--- config.mk ---
export PLATFORM = sky130hd
export DESIGN_NAME = asram_ctrl
export DESIGN_NICKNAME = d
export VERILOG_FILES = /design/src/rtl/asram_pkg.sv /design/src/rtl/asram_phase_cnt.sv /design/src/rtl/asram_seq.sv /design/src/rtl/asram_pins.sv /design/src/rtl/asram_ctrl.sv
export SDC_FILE = /design/constraint.sdc
export NUM_CORES = 1
export LEC_CHECK = 0
export BUFFER_PORTS_ARGS = -buffer_cell sky130_fd_sc_hd__buf_2
export CELL_PAD_IN_SITES_DETAIL_PLACEMENT = 1
export CELL_PAD_IN_SITES_GLOBAL_PLACEMENT = 1
export CORE_AREA = 2 2 79 81
export DETAILED_ROUTE_END_ITERATION = 10
export DIE_AREA = 0 0 81 83
export PLACE_DENSITY_LB_ADDON = 0.25
export SYNTH_ARGS = -nofsm -noshare
export SYNTH_HDL_FRONTEND = slang
export SYNTH_SLANG_ARGS = --single-unit
--- constraint.sdc ---
create_clock -name clk -period 2.05 [get_ports clk]
set_input_delay 0.3075 -clock clk [delete_from_list [all_inputs] [get_ports clk]]
set_output_delay 0.3075 -clock clk [all_outputs]
set_load 0.05 [all_outputs]
--- src/rtl/asram_pkg.sv ---
package asram_pkg;

  typedef enum logic [2:0] {
    ST_IDLE   = 3'd0,
    ST_READ   = 3'd1,
    ST_TURN   = 3'd2,
    ST_WSET   = 3'd3,
    ST_WPULSE = 3'd4,
    ST_WHOLD  = 3'd5
  } seq_state_e;

  // cycles needed to cover ns at a clock period of clk_ns, at least one
  function automatic int ns_to_cyc(input int ns, input int clk_ns);
    int c;
    c = (ns + clk_ns - 1) / clk_ns;
    if (c < 1) c = 1;
    return c;
  endfunction

  function automatic int imax(input int a, input int b);
    return (a > b) ? a : b;
  endfunction

endpackage

--- src/rtl/asram_phase_cnt.sv ---
module asram_phase_cnt #(
  parameter int CNT_W = 3
) (
  input  logic             clk,
  input  logic             rst_n,
  input  logic             load,
  input  logic [CNT_W-1:0] load_val,
  input  logic             run,
  output logic             zero
);

  logic [CNT_W-1:0] cnt_q;

  always_ff @(posedge clk) begin
    if (!rst_n) begin
      cnt_q <= '0;
    end else if (load) begin
      cnt_q <= load_val;
    end else if (run && (cnt_q != '0)) begin
      cnt_q <= cnt_q - 1'b1;
    end
  end

  assign zero = (cnt_q == '0);

endmodule

--- src/rtl/asram_seq.sv ---
module asram_seq
  import asram_pkg::*;
#(
  parameter int RD_CYC = 2,
  parameter int PW_CYC = 3,
  parameter int CNT_W  = 3
) (
  input  logic             clk,
  input  logic             rst_n,
  input  logic             req_valid,
  input  logic             req_write,
  input  logic             cnt_zero,
  output seq_state_e       state,
  output logic             accept,
  output logic             cnt_load,
  output logic [CNT_W-1:0] cnt_val,
  output logic             cnt_run,
  output logic             rd_done,
  output logic             drive_q
);

  localparam logic [CNT_W-1:0] RD_LOAD = CNT_W'(RD_CYC - 1);
  localparam logic [CNT_W-1:0] PW_LOAD = CNT_W'(PW_CYC - 1);

  seq_state_e state_q, state_d;

  assign accept  = (state_q == ST_IDLE) && req_valid;
  assign rd_done = (state_q == ST_READ) && cnt_zero;
  assign cnt_run = (state_q == ST_READ) || (state_q == ST_WPULSE);

  always_comb begin
    state_d  = state_q;
    cnt_load = 1'b0;
    cnt_val  = '0;
    unique case (state_q)
      ST_IDLE: begin
        if (req_valid) begin
          if (req_write) begin
            state_d = ST_WSET;
          end else begin
            state_d  = ST_READ;
            cnt_load = 1'b1;
            cnt_val  = RD_LOAD;
          end
        end
      end
      ST_READ:   if (cnt_zero) state_d = ST_TURN;
      ST_TURN:   state_d = ST_IDLE;
      ST_WSET: begin
        state_d  = ST_WPULSE;
        cnt_load = 1'b1;
        cnt_val  = PW_LOAD;
      end
      ST_WPULSE: if (cnt_zero) state_d = ST_WHOLD;
      ST_WHOLD:  state_d = ST_IDLE;
      default:   state_d = ST_IDLE;
    endcase
  end

  always_ff @(posedge clk) begin
    if (!rst_n) begin
      state_q <= ST_IDLE;
      drive_q <= 1'b0;
    end else begin
      state_q <= state_d;
      // bus drive trails the write strobe by one cycle on both edges
      drive_q <= (state_q == ST_WPULSE);
    end
  end

  assign state = state_q;

endmodule

--- src/rtl/asram_pins.sv ---
module asram_pins
  import asram_pkg::*;
#(
  parameter int ADDR_W = 15,
  parameter int DATA_W = 8
) (
  input  logic              clk,
  input  logic              rst_n,
  input  seq_state_e        state,
  input  logic              accept,
  input  logic              rd_done,
  input  logic              drive_q,
  input  logic [ADDR_W-1:0] req_addr,
  input  logic [DATA_W-1:0] req_wdata,
  output logic              rsp_valid,
  output logic [DATA_W-1:0] rsp_rdata,
  output logic [ADDR_W-1:0] mem_addr,
  output logic              mem_cs_n,
  output logic              mem_we_n,
  output logic              mem_oe_n,
  output logic [DATA_W-1:0] mem_dq_out,
  output logic              mem_dq_oe,
  input  logic [DATA_W-1:0] mem_dq_in
);

  logic [ADDR_W-1:0] addr_q;
  logic [DATA_W-1:0] wdata_q;
  logic [DATA_W-1:0] rdata_q;
  logic              rvld_q;

  always_ff @(posedge clk) begin
    if (!rst_n) begin
      addr_q  <= '0;
      wdata_q <= '0;
    end else if (accept) begin
      addr_q  <= req_addr;
      wdata_q <= req_wdata;
    end
  end

  always_ff @(posedge clk) begin
    if (!rst_n) begin
      rdata_q <= '0;
      rvld_q  <= 1'b0;
    end else begin
      rvld_q <= rd_done;
      if (rd_done) rdata_q <= mem_dq_in;
    end
  end

  // strobes decode straight from state flops
  always_comb begin
    mem_cs_n = 1'b1;
    mem_we_n = 1'b1;
    mem_oe_n = 1'b1;
    unique case (state)
      ST_READ: begin
        mem_cs_n = 1'b0;
        mem_oe_n = 1'b0;
      end
      ST_WSET, ST_WHOLD: mem_cs_n = 1'b0;
      ST_WPULSE: begin
        mem_cs_n = 1'b0;
        mem_we_n = 1'b0;
      end
      default: ;
    endcase
  end

  assign mem_addr   = addr_q;
  assign mem_dq_out = wdata_q;
  assign mem_dq_oe  = drive_q;
  assign rsp_valid  = rvld_q;
  assign rsp_rdata  = rdata_q;

endmodule

--- src/rtl/asram_ctrl.sv ---
module asram_ctrl
  import asram_pkg::*;
#(
  parameter int ADDR_W  = 15,
  parameter int DATA_W  = 8,
  parameter int CLK_NS  = 10,
  parameter int T_AA_NS = 20,
  parameter int T_RC_NS = 20,
  parameter int T_WP_NS = 15,
  parameter int T_DW_NS = 11,
  parameter int T_WC_NS = 20
) (
  input  logic              clk,
  input  logic              rst_n,
  input  logic              req_valid,
  output logic              req_ready,
  input  logic              req_write,
  input  logic [ADDR_W-1:0] req_addr,
  input  logic [DATA_W-1:0] req_wdata,
  output logic              rsp_valid,
  output logic [DATA_W-1:0] rsp_rdata,
  output logic [ADDR_W-1:0] mem_addr,
  output logic              mem_cs_n,
  output logic              mem_we_n,
  output logic              mem_oe_n,
  output logic [DATA_W-1:0] mem_dq_out,
  output logic              mem_dq_oe,
  input  logic [DATA_W-1:0] mem_dq_in
);

  localparam int RD_CYC = imax(ns_to_cyc(T_AA_NS, CLK_NS), ns_to_cyc(T_RC_NS, CLK_NS));
  localparam int PW_CYC = imax(imax(ns_to_cyc(T_WP_NS, CLK_NS),
                                    ns_to_cyc(T_DW_NS, CLK_NS) + 1),
                               imax(ns_to_cyc(T_WC_NS, CLK_NS) - 2, 1));
  localparam int CNT_W  = $clog2(imax(RD_CYC, PW_CYC) + 1);

  seq_state_e       state;
  logic             accept, cnt_load, cnt_run, cnt_zero, rd_done, drive_q;
  logic [CNT_W-1:0] cnt_val;

  asram_seq #(.RD_CYC(RD_CYC), .PW_CYC(PW_CYC), .CNT_W(CNT_W)) u_seq (
    .clk      (clk),
    .rst_n    (rst_n),
    .req_valid(req_valid),
    .req_write(req_write),
    .cnt_zero (cnt_zero),
    .state    (state),
    .accept   (accept),
    .cnt_load (cnt_load),
    .cnt_val  (cnt_val),
    .cnt_run  (cnt_run),
    .rd_done  (rd_done),
    .drive_q  (drive_q)
  );

  asram_phase_cnt #(.CNT_W(CNT_W)) u_cnt (
    .clk     (clk),
    .rst_n   (rst_n),
    .load    (cnt_load),
    .load_val(cnt_val),
    .run     (cnt_run),
    .zero    (cnt_zero)
  );

  asram_pins #(.ADDR_W(ADDR_W), .DATA_W(DATA_W)) u_pins (
    .clk       (clk),
    .rst_n     (rst_n),
    .state     (state),
    .accept    (accept),
    .rd_done   (rd_done),
    .drive_q   (drive_q),
    .req_addr  (req_addr),
    .req_wdata (req_wdata),
    .rsp_valid (rsp_valid),
    .rsp_rdata (rsp_rdata),
    .mem_addr  (mem_addr),
    .mem_cs_n  (mem_cs_n),
    .mem_we_n  (mem_we_n),
    .mem_oe_n  (mem_oe_n),
    .mem_dq_out(mem_dq_out),
    .mem_dq_oe (mem_dq_oe),
    .mem_dq_in (mem_dq_in)
  );

  assign req_ready = (state == ST_IDLE);

endmodule

==> insert_results.sql <==
INSERT INTO impl_metrics (metric_group, metric, value, unit) VALUES
('sta', 'max_freq', '541', 'MHz'),
('clocking', 'clock_tree.buffer_depth', '2', ''),
('routing', 'count_of_tritonroute_iterations_in_the_first_routing_pass', '2', ''),
('power', 'max-vdd-ir-drop', '0.386', 'mV'),
('routing', 'initialDrtViolationCount', '36', ''),
('sta', 'final_max_slew_viol_count', '0', ''),
('synth', 'synth-seq-cells', '38', ''),
('setup_path', 'critical_path.reg2reg.endpoint', 'u_cnt.cnt_q[0]', ''),
('power', 'net-switching-power', '0.767', 'mW'),
('hold_path', 'worstHoldPathCells', '3', ''),
('die', 'die_h', '83', 'um'),
('setup_path', 'cp.required', '1.74', 'ns'),
('setup_path', 'timing.reg2reg.setup_slack', '0.30', 'ns'),
('routing', 'via_count', '1446', ''),
('power', 'p_int', '1.54', 'mW'),
('sta', 'post_layout_min_period', '1.85', 'ns'),
('setup_path', 'end_kind', 'primary output', ''),
('synth', 'syn_avg_cell_area', '8.98', 'um2'),
('sta', 'rsz0062_at_grt', 'false', ''),
('finish', 'num_antenna_cells', '0', ''),
('die', 'core_area', '0.00582', 'mm2'),
('die', 'initial_utilization', '0.275', ''),
('power', 'p_per_area', '1060', 'mW/mm2'),
('clocking', 'clk_pin_slew', '0.08', 'ns'),
('die', 'num_io_pins', '72', ''),
('synth', 'synth_area_leaders', 'sky130_fd_sc_hd__dfxtp_1, sky130_fd_sc_hd__nand2_1, sky130_fd_sc_hd__a21boi_0, sky130_fd_sc_hd__mux2i_1, sky130_fd_sc_hd__nor2b_1', ''),
('synth', 'synthesis.instances', '178', ''),
('global_routing', 'grt_start_max_net_pins', '36', ''),
('clocking', 'cts_max_level', '2', ''),
('routing', 'finalWirelength', '4080', 'um'),
('global_routing', 'groute.usage.overall', '0.129', ''),
('sta', 'worst_pin_slew', '0.495', 'ns'),
('clocking', 'cts_buffers', '5', ''),
('clocking', 'post-cts-setup-buffers', '0', ''),
('placed_design', 'gpl.final_weighted_congestion', '0.772', ''),
('power', 'power.leakage', '0.957', 'nW'),
('sta', 'finalHoldViolCount', '0', ''),
('synth', 'syn-cell-area', '0.00160', 'mm2'),
('sta', 'timing.final.ws_setup', '0.202', 'ns'),
('setup_path', 'path_class', 'register to primary output', ''),
('global_routing', 'grt-ovfl-total', '0', ''),
('global_routing', 'via_count_of_the_first_global_routing_pass', '1439', ''),
('synth', 'mappedNetlistNets', '214', ''),
('power', 'power_frac_clock', '0.338', ''),
('placed_design', 'numPortBuffers', '71', ''),
('finish', 'final.fill_count', '717', ''),
('synth', 'synth-warning-count', '0', ''),
('clocking', 'source_to_sink_clock_delay_at_the_later_pin_of_the_worst_skew_pair', '0.28', 'ns'),
('finish', 'final_common_cell', 'sky130_fd_sc_hd__buf_2', ''),
('finish', 'post_route_cells_drive_above_1_share', '0.371', ''),
('sta', 'timing.slew.headroom', '0.670', ''),
('clocking', 'cts_repair_resize_count', '0', ''),
('synth', 'yosysSeqAreaShare', '0.476', ''),
('clocking', 'cts_sinks', '38', ''),
('hold_path', 'min_path_type', 'input pin to register', ''),
('sta', 'hold_slack', '0.255', 'ns'),
('setup_path', 'critPathLaunchType', 'register', ''),
('sta', 'clock_skew', '0.00700', 'ns'),
('synth', 'synth.largest_area_cell', 'sky130_fd_sc_hd__dfxtp_1', ''),
('global_routing', 'global_route_wire_length_before_repair', '6860', 'um'),
('clocking', 'postCtsHoldBufs', '0', ''),
('routing', 'drt-vias-per-instance', '4.48', ''),
('routing', 'drcViolationCount', '0', ''),
('outcome', 'outcome', 'completed', ''),
('die', 'dieWidth', '81', 'um'),
('synth', 'synth_cell_type_count', '32', ''),
('placed_design', 'detailedPlacementHpwl', '2910', 'um'),
('setup_path', 'reg_to_reg_start', 'u_cnt.cnt_q[0]', ''),
('clocking', 'clock_tree.root_cell', 'sky130_fd_sc_hd__clkbuf_8', ''),
('routing', 'wire_per_inst', '12.6', 'um'),
('finish', 'final_cell_mix', 'sky130_fd_sc_hd__buf_2, sky130_fd_sc_hd__nand2_1, sky130_fd_sc_hd__dfxtp_1, sky130_fd_sc_hd__a21boi_0, sky130_fd_sc_hd__nor2b_1', '');
==> worst max-delay path, stage by stage, from the launching register on <==
cell                      delay (ns)
sky130_fd_sc_hd__dfxtp_1        0.56
sky130_fd_sc_hd__or3b_2         0.48
sky130_fd_sc_hd__buf_2          0.22
==> cells in the mapped netlist (all sizes together) <==
cell and instances:
buf 9, or3b 1, a2111oi 1, o31a 1, nand2 51, a21boi 24
o221a 2, a211oi 1, nor2 2, o22ai 1, nand3b 2, nor4bb 2
nor3b 2, dfxtp 38, inv 2, or4b 3, mux2i 8, nand2b 3
o21ai 1, nor4b 1, nor3 2, and2 1, nor2b 9, a21oi 4
clkbuf 6, ha 1
==> layout make-up <==
cell class | count | area, um2 | area share
tap | 75 | 93.8 | 0.0433
clock buffer | 6 | 82.6 | 0.0381
timing repair buffer | 77 | 400 | 0.185
multi-input combinational | 123 | 764 | 0.352
sequential | 38 | 761 | 0.351
inverter | 2 | 7.51 | 0.00346
clock inverter | 2 | 60.1 | 0.0277
==> cell families after synthesis <==
kind of cell    share of synthesized area
buf+inv                            0.0548
mux                                0.0501
simple gates                        0.249
compound gates                      0.162
fa+ha+maj                         0.00783
flops                               0.476
==> per-layer routing <==
layer	track usage	vias to the layer above	wire length, um
met3	0.0467	4	372
met5	0	-	0
met4	0.0416	0	34
met1	0.173	663	1880
li1	-	728	-
met2	0.192	51	1790
==> flip-flops by register name, indices dropped and copies added (netlist names) <==
name               flops
u_pins.mem_addr       15
u_pins.rsp_valid       1
u_seq.state            3
u_cnt.cnt_q            2
u_pins.rsp_rdata       8
u_seq.drive_q          1
u_pins.mem_dq_out      8
==> worst max path at each step <==
| stage | endpoint | depth (start not counted) | startpoint | slack, ns |
|---|---|---|---|---|
| 2_1_floorplan | mem_cs_n | 3 | u_seq.state[0] | 0.03 |
| 3_3_place_gp | u_cnt.cnt_q[0] | 5 | u_cnt.cnt_q[0] | 0.36 |
| 3_5_place_dp | u_cnt.cnt_q[0] | 5 | u_cnt.cnt_q[0] | 0.31 |
| 4_1_cts | mem_oe_n | 2 | u_seq.state[0] | 0.18 |
| 5_1_grt | mem_cs_n | 4 | u_seq.state[2] | 0.1 |
| 6_report | mem_oe_n | 2 | u_seq.state[0] | 0.20 |
==> power by group through the flow <==
stage	Combinational, mW	Sequential (mW)	Clock (mW)
3_3_place_gp	0.657	0.884	0
3_5_place_dp	0.666	0.886	0
4_1_cts	0.667	0.869	0.804
5_1_grt	0.716	0.878	0.841
6_report	0.657	0.867	0.779
2_1_floorplan	0.306	1.07	0
==> metrics by stage <==
step / util / power [mW] / instance area [um2] / cells
global placement: 0.349 / 1.54 / 2030 / 315
detailed placement: 0.349 / 1.55 / 2030 / 315
CTS: 0.373 / 2.34 / 2170 / 323
floorplan: - / 1.37 / 1600 / 178
global route: 0.373 / 2.43 / 2170 / 323
finish: 0.373 / 2.30 / 2170 / 323
Power figures use the tool's default switching activity.
